### src/rtl/fsr_pkg.sv
package fsr_pkg;
  localparam int unsigned ADDR_W = 32;
  localparam int unsigned MSR_W  = 32;
  localparam int unsigned REG_W  = 64;
  localparam int unsigned SEL_W  = 16;
  localparam int unsigned ATTR_W = 12;

  typedef enum logic [1:0] {
    MODE_PROT   = 2'd0,
    MODE_COMPAT = 2'd1,
    MODE_64     = 2'd2
  } exec_mode_e;

  // strobes from control to datapath
  typedef struct packed {
    logic       load;
    exec_mode_e tgtMode;
  } dp_ctrl_t;

  // attribute word: G D L AVL P DPL[1:0] S Type[3:0]
  localparam logic [ATTR_W-1:0] ATTR_CODE32 = 12'hCFB;
  localparam logic [ATTR_W-1:0] ATTR_CODE64 = 12'hAFB;
  localparam logic [ATTR_W-1:0] ATTR_STACK  = 12'hCF3;

  localparam logic [SEL_W-1:0] SEL_OFF_32 = 16'd16;
  localparam logic [SEL_W-1:0] SEL_OFF_64 = 16'd32;
  localparam logic [SEL_W-1:0] SEL_SS_GAP = 16'd8;
endpackage

### src/rtl/fsr_ctrl.sv
module fsr_ctrl
  import fsr_pkg::*;
(
  input  logic       clk,
  input  logic       rstN,
  input  logic       execStb,
  input  logic [1:0] curCpl,
  input  logic       realMode,
  input  logic       v86Mode,
  input  logic       longMode,
  input  logic       opSize64,
  input  logic       selZero,
  input  logic       rdxCanon,
  input  logic       rcxCanon,
  output dp_ctrl_t   dpCtrl,
  output logic       doneStb,
  output logic       faultStb
);
  exec_mode_e tgtMode;
  logic       badPriv;
  logic       badMode;
  logic       badPtr;
  logic       reject;

  always_comb begin
    if (longMode && opSize64) tgtMode = MODE_64;
    else if (longMode)        tgtMode = MODE_COMPAT;
    else                      tgtMode = MODE_PROT;
  end

  assign badPriv = (curCpl != 2'd0);
  assign badMode = realMode | v86Mode;
  assign badPtr  = (tgtMode == MODE_64) && !(rdxCanon && rcxCanon);
  assign reject  = badPriv | badMode | selZero | badPtr;

  assign dpCtrl.load    = execStb && !reject;
  assign dpCtrl.tgtMode = tgtMode;

  always_ff @(posedge clk) begin
    if (!rstN) begin
      doneStb  <= 1'b0;
      faultStb <= 1'b0;
    end else begin
      doneStb  <= execStb && !reject;
      faultStb <= execStb && reject;
    end
  end


  pulse_excl_chk: assert property (@(posedge clk) disable iff (!rstN)
    !(doneStb && faultStb));


  pulse_origin_chk: assert property (@(posedge clk) disable iff (!rstN)
    (doneStb || faultStb) |-> $past(execStb));


  priv_fault_chk: assert property (@(posedge clk) disable iff (!rstN)
    (execStb && curCpl != 2'd0) |=> faultStb);


  mode_fault_chk: assert property (@(posedge clk) disable iff (!rstN)
    (execStb && (realMode || v86Mode)) |=> faultStb);
endmodule

### src/rtl/fsr_datapath.sv
module fsr_datapath
  import fsr_pkg::*;
#(
  parameter int unsigned       VA_BITS  = 48,
  parameter logic [ADDR_W-1:0] MSR_ADDR = 32'h0000_0174
) (
  input  logic              clk,
  input  logic              rstN,
  input  logic [ADDR_W-1:0] msrAddr,
  input  logic              msrWrEn,
  input  logic [MSR_W-1:0]  msrWrData,
  output logic [MSR_W-1:0]  msrRdData,
  input  logic [REG_W-1:0]  rdxIn,
  input  logic [REG_W-1:0]  rcxIn,
  input  dp_ctrl_t          dpCtrl,
  output logic              selZero,
  output logic              rdxCanon,
  output logic              rcxCanon,
  output logic [REG_W-1:0]  newRip,
  output logic [REG_W-1:0]  newRsp,
  output logic [SEL_W-1:0]  csSel,
  output logic [SEL_W-1:0]  ssSel,
  output logic [ATTR_W-1:0] csAttr,
  output logic [ATTR_W-1:0] ssAttr,
  output logic [1:0]        cpl,
  output exec_mode_e        execMode
);
  localparam int unsigned HI_W = REG_W - VA_BITS + 1;

  logic [MSR_W-1:0] selBaseMsr;
  logic             msrHit;

  assign msrHit = (msrAddr == MSR_ADDR);

  always_ff @(posedge clk) begin
    if (!rstN)                 selBaseMsr <= '0;
    else if (msrWrEn && msrHit) selBaseMsr <= msrWrData;
  end

  assign msrRdData = msrHit ? selBaseMsr : '0;
  assign selZero   = (selBaseMsr[15:2] == 14'd0);

  // canonical-address checks, one per source register
  logic [REG_W-1:0] ptrSrc [2];
  logic [1:0]       ptrCanon;
  assign ptrSrc[0] = rdxIn;
  assign ptrSrc[1] = rcxIn;

  for (genvar g = 0; g < 2; g++) begin : g_canon
    logic [HI_W-1:0] upper;
    assign upper       = ptrSrc[g][REG_W-1:VA_BITS-1];
    assign ptrCanon[g] = (&upper) | ~(|upper);
  end

  assign rdxCanon = ptrCanon[0];
  assign rcxCanon = ptrCanon[1];

  // next-state computation
  logic             to64;
  logic [SEL_W-1:0] selBase;
  logic [SEL_W-1:0] csNext;
  logic [SEL_W-1:0] ssNext;
  logic [REG_W-1:0] ripNext;
  logic [REG_W-1:0] rspNext;

  assign to64    = (dpCtrl.tgtMode == MODE_64);
  assign selBase = selBaseMsr[SEL_W-1:0] + (to64 ? SEL_OFF_64 : SEL_OFF_32);
  assign csNext  = selBase | 16'h0003;
  assign ssNext  = (selBase + SEL_SS_GAP) | 16'h0003;
  assign ripNext = to64 ? rdxIn : {32'd0, rdxIn[31:0]};
  assign rspNext = to64 ? rcxIn : {32'd0, rcxIn[31:0]};

  always_ff @(posedge clk) begin
    if (!rstN) begin
      newRip   <= '0;
      newRsp   <= '0;
      csSel    <= '0;
      ssSel    <= '0;
      csAttr   <= '0;
      ssAttr   <= '0;
      cpl      <= 2'd0;
      execMode <= MODE_PROT;
    end else if (dpCtrl.load) begin
      newRip   <= ripNext;
      newRsp   <= rspNext;
      csSel    <= csNext;
      ssSel    <= ssNext;
      csAttr   <= to64 ? ATTR_CODE64 : ATTR_CODE32;
      ssAttr   <= ATTR_STACK;
      cpl      <= 2'd3;
      execMode <= dpCtrl.tgtMode;
    end
  end


  truncation_chk: assert property (@(posedge clk) disable iff (!rstN)
    ($past(dpCtrl.load) && execMode != MODE_64) |->
      (newRip[63:32] == 32'd0 && newRsp[63:32] == 32'd0));


  selector_rpl_chk: assert property (@(posedge clk) disable iff (!rstN)
    $past(dpCtrl.load) |-> (csSel[1:0] == 2'b11 && ssSel == csSel + SEL_SS_GAP));


  user_cpl_chk: assert property (@(posedge clk) disable iff (!rstN)
    $past(dpCtrl.load) |-> cpl == 2'd3);
endmodule

### src/rtl/fsr_unit.sv
module fsr_unit
  import fsr_pkg::*;
(
  input  logic        clk,
  input  logic        rstN,
  input  logic [31:0] msrAddr,
  input  logic        msrWrEn,
  input  logic [31:0] msrWrData,
  output logic [31:0] msrRdData,
  input  logic        execStb,
  input  logic [1:0]  curCpl,
  input  logic        realMode,
  input  logic        v86Mode,
  input  logic        longMode,
  input  logic        opSize64,
  input  logic [63:0] rdxIn,
  input  logic [63:0] rcxIn,
  output logic        doneStb,
  output logic        faultStb,
  output logic [63:0] newRip,
  output logic [63:0] newRsp,
  output logic [15:0] csSel,
  output logic [15:0] ssSel,
  output logic [11:0] csAttr,
  output logic [11:0] ssAttr,
  output logic [1:0]  cpl,
  output logic [1:0]  execMode
);
  dp_ctrl_t   dpCtrl;
  logic       selZero;
  logic       rdxCanon;
  logic       rcxCanon;
  exec_mode_e modeState;

  fsr_ctrl i_ctrl (
    .clk      (clk),
    .rstN     (rstN),
    .execStb  (execStb),
    .curCpl   (curCpl),
    .realMode (realMode),
    .v86Mode  (v86Mode),
    .longMode (longMode),
    .opSize64 (opSize64),
    .selZero  (selZero),
    .rdxCanon (rdxCanon),
    .rcxCanon (rcxCanon),
    .dpCtrl   (dpCtrl),
    .doneStb  (doneStb),
    .faultStb (faultStb)
  );

  fsr_datapath i_dp (
    .clk       (clk),
    .rstN      (rstN),
    .msrAddr   (msrAddr),
    .msrWrEn   (msrWrEn),
    .msrWrData (msrWrData),
    .msrRdData (msrRdData),
    .rdxIn     (rdxIn),
    .rcxIn     (rcxIn),
    .dpCtrl    (dpCtrl),
    .selZero   (selZero),
    .rdxCanon  (rdxCanon),
    .rcxCanon  (rcxCanon),
    .newRip    (newRip),
    .newRsp    (newRsp),
    .csSel     (csSel),
    .ssSel     (ssSel),
    .csAttr    (csAttr),
    .ssAttr    (ssAttr),
    .cpl       (cpl),
    .execMode  (modeState)
  );

  assign execMode = modeState;


  fault_hold_chk: assert property (@(posedge clk) disable iff (!rstN)
    faultStb |-> ($stable(newRip) && $stable(newRsp) && $stable(csSel) &&
                  $stable(ssSel) && $stable(cpl) && $stable(execMode)));
endmodule

### config.mk
export PLATFORM = sky130hd
export DESIGN_NAME = fsr_unit
export DESIGN_NICKNAME = d
export VERILOG_FILES = /design/src/rtl/fsr_pkg.sv /design/src/rtl/fsr_ctrl.sv /design/src/rtl/fsr_datapath.sv /design/src/rtl/fsr_unit.sv
export SDC_FILE = /design/constraint.sdc
export NUM_CORES = 1
export LEC_CHECK = 0
export ABC_CLOCK_PERIOD_IN_PS = 4400
export BUFFER_PORTS_ARGS = -buffer_cell sky130_fd_sc_hd__buf_2
export CORE_AREA = 2 2 165 167
export CTS_CLUSTER_SIZE = 8
export DETAILED_ROUTE_END_ITERATION = 8
export DIE_AREA = 0 0 167 169
export PLACE_DENSITY = 0.61
export SYNTH_ARGS = -nofsm -noshare
export SYNTH_HDL_FRONTEND = slang
export SYNTH_SLANG_ARGS = --single-unit
export TNS_END_PERCENT = 30
### constraint.sdc
create_clock -name clk -period 4.4 [get_ports clk]
set_input_delay 0.66 -clock clk [delete_from_list [all_inputs] [get_ports clk]]
set_output_delay 0.66 -clock clk [all_outputs]
set_load 0.1 [all_outputs]
==> flow_summary.ini, run 1 <==
[power]
p_sw_frac = 0.253
p_int_mw = 2.58
p_leak_nw = 4.62
ir_drop_uv = 214
p_sw_mw = 0.873
power.density_mw_per_mm2 = 326
combinationalPowerShare = 0.053
clock_power_share = 0.442
power_frac_seq = 0.505
power.total_mw = 3.45

[synthesis]
async_flop_share = 0
synth.avg_cell_area_sq_um = 7.78
synth_top_cell_by_area = dfxtp_1
netlist_area_sq_mm = 0.00794
ys.flop_type = dfxtp_1
synth_edf_count = 0
ys_warn_count = 0
yosys-top-cells-area = dfxtp_1 49%, nand2_1 14%, a21oi_1 11%
synth_top_area_share = 0.487
synth_cell_types = 47
synth-seq-cells = 193
syn_inst = 1021
seq_area_frac_synth = 0.487

[clock_network]
root_buffer = clkbuf_16
cts_buffer_depth = 2
post_cts_resized = 0
numCtsBuffers = 17
path_clk_slew_ns = 0.07
clock_latency_ns = 0.42
postCtsSetupRepairBufs = 0
ctsHoldBuffers = 0
h-tree-depth = 4
cts_tree = done
numClockSinks = 193

[placed_design]
hpwl_um = 19300
pre_cts_slack_ns = 1.01
place.gp.congestion = 0.815
placed_cell_area_sq_mm = 0.0100
io_buffer_count = 417

[setup_path]
worstSetupPathType = primary input to primary output
required_ns = 3.74
rrSetupSlack_ns = 1.55
crit_path_end_kind = primary output
crit_fanout = 17
rr_worst_depth = 10
r2r-end = i_dp.ssSel[14]
worst_r2r_startpoint = i_dp.selBaseMsr[4]
cp-start-kind = primary input
crit_end = msrRdData[14]
crit_start = msrAddr[20]
arrival_ns = 2.59

[floorplan]
start_util = 0.300
dieHeight_um = 169
fp.coreArea_sq_mm = 0.0265
row_count = 60
dieArea_sq_mm = 0.0282
ios = 424
chipWidth_um = 167

[run_status]
status = complete, no violations

[sta]
rsz0062_at_grt = no
fmax_ghz = 0.307
setup_tns_ns = 0
relSlewSlack = 0.298
setup_viol_count_final = 0
setup_slack_ns = 1.15
hold_viol = 0
fin_crit_sh = 0.739
fin_worst_skew_ns = 0.0150
drv_slew = 0
finalCriticalPeriod_ns = 3.25
tightest_slew_ns = 1.05

[routing]
dr_total_vias = 8036
ant_nets = 0
wl_um = 26400
dr.pass1.iters = 5
drtIter0Drc = 427
vias_per_cell = 4.67
detail_route.wl_per_cell_um = 15.3
drc = 0

[min_path]
hp-class = register to register
min_path_cells = 2

[run]
maxCapViolations = 0

[cells_and_area]
fin_nets = 1569
fin_util = 0.400
drive_gt1_frac = 0.341
area_delta_synth_final_pct = 33.5
final_area_sq_mm = 0.0106

[grt]
overflow = 0
grt_pass1_wl_um = 40100
grt_util_all_layers = 0.177
grt_max_degree = 130
antenna_found_initial = 4
grt_pass1_vias = 7338
cell type report:
cell class | instances | area, sq um
Tap cell | 341 | 427
Fill cell | 2798 | 15900
Antenna cell | 3 | 7.51
Timing Repair Buffer | 428 | 2190
Inverter | 6 | 27.5
Clock inverter | 14 | 141
Clock buffer | 18 | 429
Multi-Input combinational cell | 719 | 3510
Sequential cell | 193 | 3860
power by group through the flow:
stage	sequential, mW	combinational (mW)	clock, mW
global route	1.75	0.198	1.65
floorplan	1.79	0.0686	0
finish	1.75	0.183	1.53
detailed placement	1.79	0.183	0
global placement	1.79	0.183	0
CTS	1.75	0.184	1.58
flip-flops by register name, indices dropped and copies added (netlist names):
| signal | count |
|---|---|
| i_dp.newRip | 64 |
| i_dp.newRsp | 64 |
| i_dp.selBaseMsr | 32 |
| i_dp.ssSel | 15 |
| i_dp.csSel | 13 |
| i_dp.csAttr | 2 |
| i_ctrl.doneStb | 1 |
| i_ctrl.faultStb | 1 |
| i_dp.execMode | 1 |
metal layers:
layer  global-route usage  share of wire  wire, um
met4               0.0551          0.016       414
met2                0.312           0.50     13300
met3               0.0482          0.068      1800
met5                    0        0.00049        13
met1                0.209           0.41     10900
layout by cell type (no fill, tap or decap), types with 3 or more instances in the layout:
cell type,instances
buf_2,417
nand2_1,299
dfxtp_1,193
a21oi_1,181
nand3_1,55
and2_1,32
nor2_1,27
nor4_1,17
nand4_1,17
clkbuf_16,17
nor3_1,11
xor2_1,10
xnor2_1,10
buf_4,9
a211oi_1,7
inv_6,6
conb_1,6
inv_1,5
a31oi_1,4
diode_2,3
nor4b_1,3
nand3b_1,3
o21ai_0,3
inv_8,3
clkinv_4,3
cell families (layout without fill, tap and decap cells):
logic type | Yosys count | in the layout | share of synthesized area
XOR/XNOR | 20 | 20 | 0.0221
adder cells (fa/ha/maj) | 2 | 2 | 0.00315
other | 1 | 9 | 0.000472
AO/OA/AOI/OAI | 209 | 209 | 0.141
AND/OR/NAND/NOR | 480 | 480 | 0.269
multiplexers | 2 | 2 | 0.00268
buffers and inverters | 114 | 466 | 0.0753
flip-flops | 193 | 193 | 0.487
how the worst min path moves through the flow:
stage / slack [ns] / endpoint / start
after detailed placement: 0.44 / i_dp.newRip[62] / i_dp.newRip[62]
after global routing: 0.44 / i_dp.newRip[22] / rdxIn[22]
after floorplan: 0.43 / i_dp.selBaseMsr[0] / i_dp.selBaseMsr[0]
after CTS: 0.44 / i_dp.newRip[22] / rdxIn[22]
final: 0.45 / i_dp.newRsp[35] / i_dp.newRsp[35]
after global placement: 0.44 / i_dp.newRsp[43] / i_dp.newRsp[43]
cells in the mapped netlist (2+ instances only):
master    instances
nor2_1           27
nand2b_1          3
nor4bb_1          2
a31oi_1           4
nand3b_1          3
a211oi_1          7
or4_1             2
nand3_1          55
nand2_1         299
and2_1           33
o21a_1            2
inv_1             5
nand4_1          17
buf_2            22
or3_1             2
nor3_1           11
a21oi_1         181
xnor2_1          10
o21ai_0           3
dfxtp_1         193
ha_1              2
nor4b_1           3
buf_4            38
clkbuf_1         47
a31o_2            2
nor4_1           17
xor2_1           10
nor2b_1           2
metrics by stage:
step	std cells	hold slack, ns
6_report	1722	0.449
5_1_grt	1722	0.441
4_1_cts	1719	0.440
3_5_place_dp	1687	0.442
3_3_place_gp	1687	0.435
2_1_floorplan	1026	0.432
worst max-delay path: stages:
cell     delay (ns)
buf_2          0.12
nor4_1         0.57
nand4_1        0.25
nor2_1         0.20
buf_4          0.21
and2_1         0.16
buf_2          0.42
(Power assumes the default switching activity.)
==> run 2: changes to the inputs <==
Settings changed: ABC_CLOCK_PERIOD_IN_PS 4400 to 3100.
Clock period 4.4 ns to 3.1 ns, I/O delays scaled along.
==> run 2 against run 1 <==
Against the previous run:
- flip-flop and latch count is the same
- sequential power up 42%
- worst hold slack got worse by 0.18 ns
- utilization increased by 2.3 points
- critical endpoint is now i_dp.ssSel[14]
- power grew 42%
- register-to-register slack lost 1.1 ns
- global-route usage rose by 0.62 points
- clock power increased by 41%
- worst setup slack worse by 0.68 ns
- via count increased by 2.9%
- combinational power rose by 45%
- count of clock-buffer cells in the layout unchanged
==> flow_summary.ini, run 2 (same netlist as run 1, synthesis figures left out) <==
[clock_network]
postCtsSetupRepairBufs = 0
cts_buffer_depth = 2
clock_latency_ns = 0.42
numCtsBuffers = 17
numClockSinks = 193
path_clk_slew_ns = 0.08
ctsHoldBuffers = 0
h-tree-depth = 4
root_buffer = clkbuf_16
cts_tree = done
post_cts_resized = 0

[power]
clock_power_share = 0.440
power.density_mw_per_mm2 = 437
p_leak_nw = 4.79
ir_drop_uv = 338
power_frac_seq = 0.506
combinationalPowerShare = 0.054
p_int_mw = 3.66
p_sw_mw = 1.24
p_sw_frac = 0.253

[routing]
dr_total_vias = 8271
detail_route.wl_per_cell_um = 15.7
drtIter0Drc = 515
dr.pass1.iters = 5
ant_nets = 0
vias_per_cell = 4.77
drc = 0
wl_um = 27200

[setup_path]
rrSetupSlack_ns = 0.46
slowest_stage = dfxtp_1
rr_worst_depth = 10
crit_path_end_kind = register
worst_path_largest_cell_delay_ns = 0.46
crit_fanout = 8
crit_family = simple AND/OR/NAND/NOR gates
arrival_ns = 2.91
worstPathCellList = a21boi_0 > ha_1 > a31oi_1 > buf_4 > nor3b_1 > xor2_1 > nand4_1 > or3_1 > nand3_1 > a21oi_1
required_ns = 3.37
worst_r2r_startpoint = i_dp.selBaseMsr[4]
r2r-end = i_dp.ssSel[14]
worstSetupPathType = register to register
cp-start-kind = register
cp_num_buf_inv = 1

[floorplan]
row_count = 60
fp.coreArea_sq_mm = 0.0265
ios = 424
chipWidth_um = 167
dieHeight_um = 169
start_util = 0.300
dieArea_sq_mm = 0.0282

[grt]
top_usage_layer = met2
grt_util_all_layers = 0.183
grt_pass1_wl_um = 41200
grt_max_degree = 73
grt_pass1_vias = 7679
grt_util_met2 = 0.327
overflow = 0
antenna_found_initial = 1
use_met3 = 0.0512
met1_usage = 0.217

[min_path]
min_from = rdxIn[24]
hp-class = primary input to register
min_to = i_dp.newRip[24]
min_path_cells = 3

[cells_and_area]
fin_nets = 1584
n_fill_cell = 2718
final_common_cell = buf_2
top_regs = i_dp.newRip: 64 flops, i_dp.newRsp: 64 flops, i_dp.selBaseMsr: 32 flops
area_delta_synth_final_pct = 41.2
layout_common_cells = 387 x buf_2, 299 x nand2_1, 193 x dfxtp_1
antenna_cells = 0
fin_util = 0.423
layout.area.seq_sq_mm = 0.00386
drive_gt1_frac = 0.348
layoutNonFillerInstCount = 1733
multi_input_area_sq_mm = 0.00351

[placed_design]
io_buffer_count = 417
place.gp.congestion = 0.794
hpwl_um = 20400
post-place-cells = 1702

[sta]
hold_viol = 0
rsz0062_at_grt = no
drv_slew = 0
setup_tns_ns = 0
fin_worst_skew_ns = 0.0179
fin_crit_sh = 0.850
fmax_ghz = 0.379
finalCriticalPeriod_ns = 2.64
relSlewSlack = 0.647
tightest_slew_ns = 0.523
setup_viol_count_final = 0

[run_status]
status = complete, no violations

[run]
maxCapViolations = 0
run 2: worst reg2reg max path: cells and delay by family, from the launching register on:
| family | cells | cell delay [ns] |
|---|---|---|
| flip-flops | 1 | 0.46 |
| XOR/XNOR | 1 | 0.21 |
| buffers and inverters | 1 | 0.17 |
| AND/OR/NAND/NOR | 4 | 0.89 |
| adder cells (fa/ha/maj) | 1 | 0.32 |
| AO/OA/AOI/OAI | 3 | 0.44 |
run 2: layout make-up:
class,count,share of cell area
inverters,6,0.00246
well taps,341,0.0381
clock buffers,18,0.0383
repair buffers,443,0.250
multi-input cells,719,0.313
flip-flops and latches,193,0.345
clock inverters,13,0.0127
run 2: how the worst max path moves through the flow:
stage,from,to,cells past startpoint
global route,i_dp.selBaseMsr[4],i_dp.ssSel[14],10
floorplan,msrAddr[16],msrRdData[3],3
detailed placement,rdxIn[50],i_dp.newRsp[63],9
CTS,i_dp.selBaseMsr[4],i_dp.ssSel[14],10
global placement,rdxIn[50],i_dp.newRsp[63],9
finish,i_dp.selBaseMsr[4],i_dp.ssSel[14],10
run 2: routing by layer:
metal / wire (um) / part of all wire / vias up
met5: 13 / 0.00048 / -
met4: 345 / 0.013 / 2
met3: 2090 / 0.077 / 16
met2: 13700 / 0.51 / 324
met1: 11000 / 0.40 / 3834
li1: - / - / 4095
run 2: metrics by stage:
step                worst slack, ns  instance area [sq um]  power [mW]  hold slack, ns
floorplan                    -0.345                   7960        2.64           0.432
global placement              0.346                  10600        2.80           0.435
detailed placement            0.233                  10600        2.80           0.440
CTS                           0.476                  11200        4.97           0.247
global route                  0.195                  11200        5.10           0.248
finish                        0.464                  11200        4.90           0.269
run 2: power by group through the flow:
stage,Clock (mW),Combinational [mW],Sequential (mW)
floorplan,0,0.0974,2.54
global placement,0,0.266,2.54
finish,2.16,0.266,2.48
global route,2.34,0.287,2.48
detailed placement,0,0.266,2.54
CTS,2.23,0.267,2.48
==> run 3: changes to the inputs <==
Settings changed: PLACE_DENSITY 0.61 to 0.62, SYNTH_HIERARCHICAL set to 1.
==> run 3 against run 2 <==
Against the previous run:
- sequential power barely moved
- critical endpoint is now i_dp/ssSel[12]
- count of clock-buffer cells in the layout did not move
- largest power group unchanged
- synthesized cell count fell by 14%
==> flow_summary.ini, run 3 <==
[routing]
detail_route.wl_per_cell_um = 16.2
ant_nets = 0
wl_um = 26100
dr.pass1.iters = 5
vias_per_cell = 4.70
drtIter0Drc = 340
drc = 0
dr_total_vias = 7584

[cells_and_area]
final_common_cell = buf_2
fin_util = 0.430
n_fill_cell = 2617
fin_nets = 1464
top_regs = i_dp/newRip: 64 flops, i_dp/newRsp: 64 flops, i_dp/selBaseMsr: 32 flops
final_area_sq_mm = 0.0114
layoutNonFillerInstCount = 1614
area_delta_synth_final_pct = 42.8
drive_gt1_frac = 0.392
layout_common_cells = 388 x buf_2, 194 x dfxtp_1, 160 x nor2_1

[sta]
drv_slew = 0
setup_viol_count_final = 0
setup_tns_ns = 0
hold_viol = 0
fin_worst_skew_ns = 0.0160
setup_slack_ns = 0.387
fin_crit_sh = 0.875
whs_ns = 0.257
rsz0062_at_grt = no
tightest_slew_ns = 0.777
relSlewSlack = 0.482
fmax_ghz = 0.369
finalCriticalPeriod_ns = 2.71

[synthesis]
yosysMostFrequentCell = dfxtp_1
seq_area_frac_synth = 0.486
yosys-top-cells-area = dfxtp_1 49%, mux2i_1 9.2%, nor2_1 7.5%
netlist_area_sq_mm = 0.00798
synth-seq-cells = 194
synth_compound_area_frac = 0.129
synthMuxAreaShare = 0.0915
synth_top_family_by_area = simple AND/OR/NAND/NOR gates
synth_edf_count = 0
synthAdderAreaFrac = 0.00313
synth.avg_cell_area_sq_um = 9.06
syn_inst = 881
async_flop_share = 0
synth-simple-area-share = 0.206
ys.flop_type = dfxtp_1
synth_top_cell_by_area = dfxtp_1
ys_warn_count = 6
synth_top_area_share = 0.486
synth_commonest_cells = 194 x dfxtp_1, 160 x nor2_1, 73 x mux2i_1, 73 x nand2_1, 64 x a22oi_1
synth_cell_types = 63
yosys.area_share.xor_xnor = 0.0194

[power]
power.density_mw_per_mm2 = 433
power.total_mw = 4.93
p_leak_nw = 4.99
ir_drop_uv = 271

[floorplan]
ios = 424
dieArea_sq_mm = 0.0282
fp.coreArea_sq_mm = 0.0265
chipWidth_um = 167
row_count = 60
start_util = 0.301
dieHeight_um = 169

[placed_design]
place.gp.congestion = 0.795
hpwl_um = 19900
post-place-cells = 1582
placed_cell_area_sq_mm = 0.0108
io_buffer_count = 417
pre_cts_slack_ns = 0.170

[setup_path]
slowest_stage = dfxtp_1
cp_num_buf_inv = 2
worst_path_largest_cell_delay_ns = 0.52
worstPathCellList = nor4_1 > nand2_1 > nor4_1 > buf_4 > or4_4 > a211oi_2 > and2_4 > buf_12 > nand2_1 > nor4b_1 > a311o_1
crit_fanout = 9
arrival_ns = 3.07
crit_family = simple AND/OR/NAND/NOR gates
worstSetupPathType = register to register
crit_path_end_kind = register
cp-start-kind = register
required_ns = 3.46

[grt]
grt_util_all_layers = 0.179
grt_pass1_vias = 7201
overflow = 0
antenna_found_initial = 2
grt_pass1_wl_um = 40100
grt_max_degree = 99

[clock_network]
ctsHoldBuffers = 0
postCtsSetupRepairBufs = 0
clock_latency_ns = 0.43
path_clk_slew_ns = 0.09
numCtsBuffers = 17
cts_tree = done
root_buffer = clkbuf_16
h-tree-depth = 4
post_cts_resized = 0
numClockSinks = 194
cts_buffer_depth = 2

[min_path]
hp-class = primary input to register

[run_status]
status = complete, no violations

[run]
maxCapViolations = 0
## run 3: cell types whose count changed after synthesis, sizes merged, moves of 6 or more
cell,previous run,this run
nor2,27,160
a21oi,181,38
a211oi,7,13
nand3,56,18
nand2,299,74
a22oi,0,64
mux2i,1,73
o31ai,0,6
nor3,12,6
buf,61,53
and2,33,39
clkbuf,47,41
## run 3: where the power goes
part / internal (mW) / switching (mW) / total (mW) / leakage, nW
registers: 2.49 / 0.000184 / 2.49 / 1.56
logic: 0.106 / 0.147 / 0.253 / 3.15
clock network: 1.08 / 1.11 / 2.19 / 0.276
total: 3.67 / 1.26 / 4.93 / 4.99
## run 3: logic make-up (layout without fill, tap and decap cells)
logic type	Yosys count	after routing
fa+ha+maj	2	2
other cells	1	7
simple gates	350	350
compound gates	145	145
xor+xnor	16	16
buf+inv	100	486
mux	73	73
flops	194	194
## run 3: worst min-delay path, delay by kind of cell
kind                   cells  cell delay [ns]
and+or+nand+nor            1             0.07
AOI/OAI and AO/OA          1             0.05
buffers and inverters      1             0.07
## run 3: area by class of cell
type                            instances  area (sq um)  share of cell area
Timing Repair Buffer                  449          2880               0.252
Inverter                                6          27.5             0.00241
Tap cell                              341           427              0.0374
Sequential cell                       194          3880               0.341
Antenna cell                            1          2.50            0.000220
Clock inverter                         13           143              0.0125
Multi-Input combinational cell        592          3610               0.317
Clock buffer                           18           429              0.0377
## run 3: metal layers
layer / vias up / global-route usage / part of all wire
met2: 297 / 0.286 / 0.47
li1: 3778 / - / -
met5: - / 0 / 0.00061
met4: 2 / 0.0525 / 0.018
met3: 29 / 0.0568 / 0.077
met1: 3478 / 0.231 / 0.44
## run 3: path summary, 6_finish.rpt
path / from / end / slack, ns / cells after the start
worst min-delay path: rcxIn[41] / i_dp/newRsp[41] / 0.26 / 3
worst max-delay path: i_dp/selBaseMsr[9] / i_dp/ssSel[12] / 0.39 / 11
worst min register to register: i_dp/selBaseMsr[19] / i_dp/selBaseMsr[19] / 0.45 / 2
worst max register to register: i_dp/selBaseMsr[9] / i_dp/ssSel[12] / 0.39 / 11
